## config.mk

```make
export PLATFORM = sky130hd
export DESIGN_NAME = burst_col_gen
export DESIGN_NICKNAME = d
export VERILOG_FILES = /design/src/rtl/burst_col_gen.sv
export SDC_FILE = /design/constraint.sdc
export NUM_CORES = 1
export LEC_CHECK = 0
export BUFFER_PORTS_ARGS = -buffer_cell sky130_fd_sc_hd__buf_2
export CELL_PAD_IN_SITES_DETAIL_PLACEMENT = 0
export CELL_PAD_IN_SITES_GLOBAL_PLACEMENT = 2
export CORE_MARGIN = 2
export CORE_UTILIZATION = 38
export CTS_CLUSTER_DIAMETER = 40
export CTS_CLUSTER_SIZE = 25
export DETAILED_ROUTE_END_ITERATION = 8
export GPL_ROUTABILITY_DRIVEN = 1
export MAX_ROUTING_LAYER = met4
export PLACE_DENSITY = 0.89
export SYNTH_ARGS = -nofsm -noshare
export SYNTH_HDL_FRONTEND = slang
export SYNTH_SLANG_ARGS = --single-unit
```

## constraint.sdc

```tcl
create_clock -name clk -period 3.15 [get_ports clk]
set_clock_uncertainty 0.1 [all_clocks]
set_input_delay 0.1575 -clock clk [delete_from_list [all_inputs] [get_ports clk]]
set_output_delay 0.1575 -clock clk [all_outputs]
set_load 0.02 [all_outputs]
```

## src/rtl/burst_col_gen.sv

```systemverilog
module burst_col_gen #(
  parameter int CW = 9
) (
  input  logic          clk,
  input  logic          rst_n,
  input  logic          start_i,
  input  logic [CW-1:0] start_col_i,
  input  logic [2:0]    len_code_i,
  input  logic          interleave_i,
  input  logic          term_i,
  output logic [CW-1:0] col_o,
  output logic          valid_o,
  output logic          last_o
);

  logic          active;
  logic [CW-1:0] base;
  logic [CW-1:0] beat;
  logic [2:0]    len_q;
  logic          ilv_q;
  logic [CW-1:0] mask;
  logic [CW-1:0] offs;
  logic          page;

  assign page    = len_q[2];
  assign mask    = page ? {CW{1'b1}} : ~({CW{1'b1}} << len_q[1:0]);
  assign offs    = (ilv_q && !page) ? (base ^ beat) : (base + beat);
  assign col_o   = (base & ~mask) | (offs & mask);
  assign valid_o = active;
  assign last_o  = active && !page && (beat == mask);

  always_ff @(posedge clk or negedge rst_n) begin
    if (!rst_n) begin
      active <= 1'b0;
      base   <= '0;
      beat   <= '0;
      len_q  <= '0;
      ilv_q  <= 1'b0;
    end else if (start_i) begin
      active <= 1'b1;
      base   <= start_col_i;
      beat   <= '0;
      len_q  <= len_code_i;
      ilv_q  <= interleave_i;
    end else if (active) begin
      if (term_i || last_o) active <= 1'b0;
      else                  beat   <= beat + 1'b1;
    end
  end

  // a start shows its column in the next cycle, whatever term_i does
  p_start_col_r2: assert property (@(posedge clk) disable iff (!rst_n)
    start_i |=> (valid_o && col_o == $past(start_col_i)));

  // the last flag only rides on a valid beat
  p_last_valid_r7: assert property (@(posedge clk) disable iff (!rst_n)
    last_o |-> valid_o);

  // a fixed burst closes right after its last beat
  p_end_after_last_r3: assert property (@(posedge clk) disable iff (!rst_n)
    (last_o && !start_i) |=> !valid_o);

  // terminate closes a burst
  p_term_r8: assert property (@(posedge clk) disable iff (!rst_n)
    (valid_o && term_i && !start_i) |=> !valid_o);

  // full page steps by one with wrap and never flags last
  p_page_step_r6: assert property (@(posedge clk) disable iff (!rst_n)
    (valid_o && page && !term_i && !start_i) |=>
      (valid_o && !last_o && col_o == $past(col_o) + 1'b1));

  // bits above the burst block stay fixed during a fixed burst
  p_block_hold_r4: assert property (@(posedge clk) disable iff (!rst_n)
    (valid_o && !page && !last_o && !term_i && !start_i) |=>
      ((col_o & ~mask) == ($past(col_o) & ~mask)));

endmodule

```

* Yosys cells after proc, flatten, opt, wreduce, memory -nomap -nowiden
Cells that the tools add are included.
Word-level totals: register bits after elaboration 23, input port bits 17, output and inout port bits 11, logic and storage cells 31
Operators by class: add/subtract/negate cells 2, equality and inequality tests 2, shift operators 1, muxes and demuxes 8, bitwise logic cells 6, reduce and logical (&&, ||, !) cells 7
Operator list (count):
- 9-bit 2-to-1 mux | 5
- 9-bit bitwise AND | 2
- 9-bit inverter | 2
- 9-bit by 1-bit adder with 9-bit output, second input constant | 1
- 9-bit adder | 1
- 9-bit equality test | 1
- 9-bit OR | 1
- 9-bit by 2-bit << shifter with 9-bit output, first input constant | 1
- 9-bit XOR | 1
- 1-bit logical AND | 3
- 1-bit 2-to-1 mux | 3
- 2-bit inequality test, second input constant | 1
- 2-bit AND reduction | 1
- 2-bit nonzero test | 1
- 1-bit zero test | 1
- 1-bit logical OR | 1

* Depth between registers and ports, before layout
Gate-level depths: netlist of run 1.
word-level depth 9, gate-level depth with buffers 6

* Least setup slack after synthesis of run 1
No wires, ideal clock.
path type register -> output, start register base[0], end output col_o[4], arrival time 1891 ps, required time 2892 ps, path slack 1002 ps, stages on the path, launching flop included 7, cells stage by stage dfrtp_1 ha_1 fa_1 a21o_1 a21oi_1 xor2_1 o21ai_0
Between the ends: longest elaborated chain between the ends 4
RTL lines:
- from (decl) | RTL line 17 | logic [CW-1:0] base;
- from (signal assigned) | RTL line 41 | base <= start_col_i;
- 9-bit adder | RTL line 27 | assign offs = (ilv_q && !page) ? (base ^ beat) : (base + beat);
- 9-bit 2-to-1 mux | RTL line 27
- 9-bit bitwise AND | RTL line 28 | assign col_o = (base & ~mask) | (offs & mask);
- 9-bit OR | RTL line 28
- to (decl) | RTL line 11 | output logic [CW-1:0] col_o,
No other way between the ends.

* Final worst setup path of run 1
start register beat[0], end output col_o[6]
Between the ends: longest elaborated chain between the ends 4
RTL lines:
- from (decl) | RTL line 18 | logic [CW-1:0] beat;
- from (signal assigned) | RTL line 47 | else beat <= beat + 1'b1;
- 9-bit adder | RTL line 27
- 9-bit 2-to-1 mux | RTL line 27
- 9-bit bitwise AND | RTL line 28
- 9-bit OR | RTL line 28
No other way between the ends.

==> out/metrics.yaml, run 1 <==
overflow: 0
drive_gt1_share_pct: 29.5
grt_max_degree: 29
fmax_mhz: 365
cts_resized: 0
synth_flop_cell: "dfrtp_1"
fin_crit_ns: 2.74
cp_num_buf_inv: 1
synth_largest_area_cell: "dfrtp_1"
rr_worst_depth: 4
hpwl_um: 2860
coreArea_um2: 4320
hold_start: "len_code_i[2]"
grt_usage_pct: 17.1
cts_htree_levels: 1
cts_max_path_buffers: 2
cts_root_buf: "clkbuf_8"
post_cts_buffers: 0
cp.required_ns: 2.89
tritoncts: "done"
rsz0062_at_grt: "no"
hold_viol: 0
start_kind: "register"
layout.cells.non_filler: 245
ys_async_sr_fraction_pct: 100
synth_area_per_cell_um2: 9.97
cp_slowest_cell: "dfrtp_1"
status: "complete, no violations"
fillers: 467
grt_pass1_wl_um: 6730
fp-row-count: 24
ant_nets: 0
ff2ff_setup_slack_ns: 1.08
die_y_um: 70.8
worst_pin_slew_ns: 0.569
fin_setup_tns_ns: 0
cts.clk_slew.worst_paths_ns: 0.09
ys_seq_elements: 23
arrival_ns: 2.49
first_global_vias: 1430
path_max_fanout: 12
cts_buffers: 3
hold_path_depth: 3
die_w_um: 70.8
synth_edf_count: 0
area_growth_syn_to_layout_pct: 11.4
fin_crit_sh_pct: 87.1
min_path_type: "in2reg"
vias_per_cell: 5.60
drcViolationCount: 0
yosysSeqAreaShare_pct: 33.9
cts_sinks: 23
placedCellCount: 240
insertedDiodeCount: 0
p_leak_nw: 0.865
hold_slack_ns: 0.00358
drtIter0Drc: 65
slew_headroom_pct: 62.0
path_cells: "ha_1, fa_1, a211o_1, a21oi_1, or4_1, nand3_1, buf_2"
max_stage_delay_ns: 0.52
post-route-cell-area_um2: 1890
wire_per_inst_um: 15.8
critPathTopFamily: "adder cells"
syn_inst: 170
firstDrtPassIters: 4
initial_utilization_pct: 39.2
p_per_area_nw_per_um2: 439
syn_area_um2: 1700
antenna_found_initial: 0
pin_count: 28
synth_nets: 197
crit_path_end_kind: "primary output"
hold_end: "len_q[2]"
place_area_um2: 1830
routed_wl_um: 3860
p_total_mw: 0.829
fp.dieArea_um2: 5010
gp_congestion: 0.779
clock_latency_ns: 0.26
ys_warn_count: 0
finalNetCount: 221
io_buffers: 27
finalMaxSlewViolations: 0
dr_total_vias: 1371
r2r_start: "len_q[2]"
worstSetupPathType: "reg2out"
vdd_drop_max_mv: 0.180
yosysUniqueCellTypes: 52
setup_violations: 0
r2r_end: "beat[0]"
synth_top_cell_area_share_pct: 33.9
ys_top_cells_by_area: "dfrtp_1 34%, mux2_2 11%, ha_1 6.6%"
drv_cap: 0
synthesized netlist by cell type, drive strengths merged, types with 3 or more instances:
| cell type | number |
|---|---|
| a21oi | 12 |
| clkbuf | 3 |
| nand2 | 11 |
| nand3 | 7 |
| xor2 | 10 |
| nor2 | 9 |
| inv | 3 |
| o31ai | 4 |
| nand4 | 7 |
| dfrtp | 23 |
| o21ai | 4 |
| nor3 | 3 |
| buf | 6 |
| mux2 | 17 |
| nor2b | 4 |
| nand2b | 3 |
| ha | 9 |
worst register-to-register path, cell delays in order, from the launching register on:
cell	delay (ns)
dfrtp_1	0.52
or3_2	0.59
o31ai_1	0.29
o21ai_2	0.14
mux2_4	0.31
final cells by class:
class / count / area (µm²) / share of cell area [%]
multi-input combinational: 135 / 1040 / 55.3
sequential: 23 / 576 / 30.5
timing repair buffer: 28 / 145 / 7.69
tap: 52 / 65.1 / 3.45
clock buffer: 3 / 41.3 / 2.19
inverter: 3 / 11.3 / 0.596
clock inverter: 1 / 5.00 / 0.265
cells in the final DEF, fill, tap and decap left out, types with 4 or more instances in the layout:
| cell | netlist | final |
|---|---|---|
| ha_1 | 9 | 9 |
| mux2_2 | 16 | 16 |
| buf_2 | 0 | 27 |
| nand3_1 | 7 | 7 |
| nor2b_1 | 4 | 4 |
| dfrtp_1 | 23 | 23 |
| xor2_1 | 10 | 10 |
| nand4_1 | 7 | 7 |
| nand2_1 | 11 | 11 |
| nor2_1 | 9 | 9 |
| a21oi_1 | 12 | 12 |
power by group:
| group | switching [mW] | internal [mW] |
|---|---|---|
| registers | 0.0445 | 0.320 |
| clock network | 0.0997 | 0.0884 |
| logic | 0.155 | 0.122 |
sequential cells by signal, indices dropped and copies added (netlist names):
register  flops
ilv_q         1
len_q         3
beat          9
valid_o       1
base          9
what timing repair did:
item,4_1_cts,5_1_grt
hold endpoints to repair,23,0
endpoints found under the setup margin,0,0
hold buffers,1,0
how the worst max path moves through the flow:
stage | slack, ns | endpoint | cells past startpoint | startpoint
floorplan | 1.00 | col_o[4] | 6 | base[0]
global placement | 0.78 | col_o[8] | 7 | beat[0]
detailed placement | 0.72 | col_o[6] | 7 | beat[0]
CTS | 0.41 | col_o[6] | 7 | beat[0]
global route | 0.20 | col_o[8] | 7 | beat[0]
finish | 0.41 | col_o[6] | 7 | beat[0]
per-stage QoR:
step	util [%]	worst slack, ns
after floorplan	-	1.00
after global placement	42.4	0.782
after detailed placement	42.4	0.718
after CTS	43.7	0.405
after global routing	43.7	0.201
final	43.7	0.407
cell families (layout without fill, tap and decap cells):
kind of cell    after synthesis  in the layout  share of synthesized area (%)
simple gates                 57             57                           18.9
flops                        23             23                           33.9
xor+xnor                     10             10                           5.17
fa+ha+maj                    10             10                           7.82
compound gates               40             40                           17.6
mux                          18             18                           12.1
buf+inv                      12             35                           4.43
layer usage:
metal,global-route usage (%),part of all wire [%]
met1,22.6,50
met2,27.7,46
met5,-,0
met4,3.77,1.3
met3,2.71,2.7
Power figures use the tool's default switching activity.
==> run 2, diff against run 1 <==
ABC_CLOCK_PERIOD_IN_PS = 3150   (was not set)
CELL_PAD_IN_SITES_DETAIL_PLACEMENT = 1   (was 0)
CELL_PAD_IN_SITES_GLOBAL_PLACEMENT = 1   (was 2)
CORE_UTILIZATION = 45   (was 38)
PLACE_DENSITY = 0.87   (was 0.89)
==> run 2 against run 1 <==
Setup slack got worse by 0.027 ns. Non-clock buffer count unchanged. Worst hold slack about the same. Die area decreased by 15%. Global-route usage increased by 4.1 points. Cell count decreased by 1.6%. Critical path type unchanged. Largest power group unchanged. Highest routed layer unchanged.
==> out/metrics.yaml, run 2 (synthesis results as in run 1) <==
status: "complete, no violations"
cts_sinks: 23  # unchanged
finalNetCount: 221  # unchanged
p_comb_share_pct: 33.1  # -0.3 points
worstSetupStartpoint: "beat[0]"
ant_nets: 0  # unchanged
routed_wl_um: 4000  # +3.4%
final_core_util_pct: 51.8  # +8.2 points
initial_utilization_pct: 46.7  # +7.5 points
cts.clk_slew.worst_paths_ns: 0.09  # about the same
cts_htree_levels: 1  # unchanged
crit_path_end_kind: "primary output"
seq_power_share_pct: 44.0  # about the same
grt_usage_pct: 21.2  # +4.1 points
gp_congestion: 0.819  # +5.2%
area_growth_syn_to_layout_pct: 11.1
fp.dieArea_um2: 4270  # -15%
sw_frac_of_total_pct: 36.4  # +0.34 points
coreArea_um2: 3630  # -16%
mostFrequentLayoutCell: "buf_2"
pin_count: 28  # unchanged
worstSetupPathType: "reg2out"
drive_gt1_share_pct: 29.5  # unchanged
vias_per_cell: 5.85  # +4.6%
overflow: 0  # unchanged
grt_max_degree: 29  # unchanged
placedCellCount: 236  # -1.7%
drv_cap: 0  # unchanged
r2r_start: "len_q[2]"
p_per_area_nw_per_um2: 443  # +0.92%
vdd_drop_max_mv: 0.201  # +12%
worst_pin_slew_ns: 0.546  # -0.0229 ns
layout.cells.non_filler: 241  # -1.6%
drcViolationCount: 0  # unchanged
hpwl_um: 2980  # +4.2%
p_leak_nw: 0.865  # unchanged
slew_headroom_pct: 63.6  # +1.5 points
cp.required_ns: 2.89  # about the same
fin_crit_sh_pct: 87.9  # +0.86 points
p_total_mw: 0.835  # +0.65%
power_frac_clock_pct: 22.9  # +0.2 points
tritoncts: "done"
start_kind: "register"
die_w_um: 65.4  # -7.6%
hold_path_depth: 3  # unchanged
io_buffers: 27  # unchanged
fin_crit_ns: 2.77  # +0.0272 ns
grt_pass1_wl_um: 6910  # +2.8%
fmax_mhz: 361  # -0.98%
die_y_um: 65.4  # -7.6%
post-place-ws_ns: 0.667  # -0.0510 ns
hold_viol: 0  # unchanged
p_sw_mw: 0.304  # +1.6%
setup_violations: 0  # unchanged
rr_worst_depth: 4  # unchanged
firstDrtPassIters: 4  # unchanged
insertedDiodeCount: 0  # unchanged
fp-row-count: 22  # -8.3%
dr_total_vias: 1410  # +2.8%
clock_latency_ns: 0.27  # about the same
cts_root_buf: "clkbuf_8"
mostFrequentLayoutCells: "27 x buf_2, 23 x dfrtp_1, 16 x mux2_2"
fin_setup_tns_ns: 0  # unchanged
hold_start: "len_code_i[2]"
min_path_type: "in2reg"
first_global_vias: 1526  # +6.7%
setup_slack_ns: 0.380  # -0.0272 ns
rsz0062_at_grt: "no"
intPower_mw: 0.531  # +0.12%
antenna_found_initial: 0  # unchanged
wire_per_inst_um: 16.6  # +5.2%
cts_max_path_buffers: 2  # unchanged
arrival_ns: 2.51  # +0.02 ns
reg.largest.list: "base: 9 flops, beat: 9 flops, len_q: 3 flops"
finalMaxSlewViolations: 0  # unchanged
drtIter0Drc: 19  # -71%
path_max_fanout: 12  # unchanged
cts_resized: 0  # unchanged
cts_buffers: 3  # unchanged
==> run 2: path summary, 6_finish.rpt <==
path	endpoint	slack (ns)
hold / removal	len_q[2]	0.004
hold reg to reg	base[2]	0.46
max in group asynchronous	base[3]	2.30
min in group asynchronous	beat[3]	0.30
setup reg to reg	beat[0]	1.10
setup / recovery	col_o[8]	0.38
==> run 2: per-stage QoR <==
step / instance area [µm²] / hold WS (ns)
finish: 1880 / 0.00381
global route: 1880 / 0.00842
floorplan: 1700 / -0.238
global placement: 1830 / 0.0565
detailed placement: 1830 / 0.0727
CTS: 1880 / 0.00435
==> run 2: critical path, stage by stage, from the launching register on <==
cell and delay (ns):
dfrtp_1 0.53, ha_1 0.29, fa_1 0.44, a211o_1 0.28
a21oi_1 0.29, o211ai_1 0.15, nand3_1 0.10, buf_2 0.16
==> run 2: final cells by class <==
class | instances | area [µm²]
Clock inverter | 1 | 5.00
Inverter | 3 | 11.3
Tap cell | 48 | 60.1
Clock buffer | 3 | 41.3
Sequential cell | 23 | 576
Multi-Input combinational cell | 135 | 1040
Timing Repair Buffer | 28 | 145
Fill cell | 448 | 1750
==> run 2: power groups by stage <==
stage,Sequential (mW),Combinational [mW],Clock (mW)
floorplan,0.349,0.225,0
global placement,0.368,0.266,0
detailed placement,0.373,0.277,0
CTS,0.367,0.279,0.192
global route,0.373,0.307,0.205
finish,0.367,0.276,0.191
==> run 2: repair_timing <==
item | in CTS | in global routing
hold buffers | 1 | 0
hold endpoints to repair | 23 | 0
buffers inserted | 0 | 0
==> run 2: layer usage <==
layer	wire, µm	global-route usage (%)
met1	1800	26.2
met2	2010	36.6
met3	132	2.57
met4	48	5.73
met5	0	-
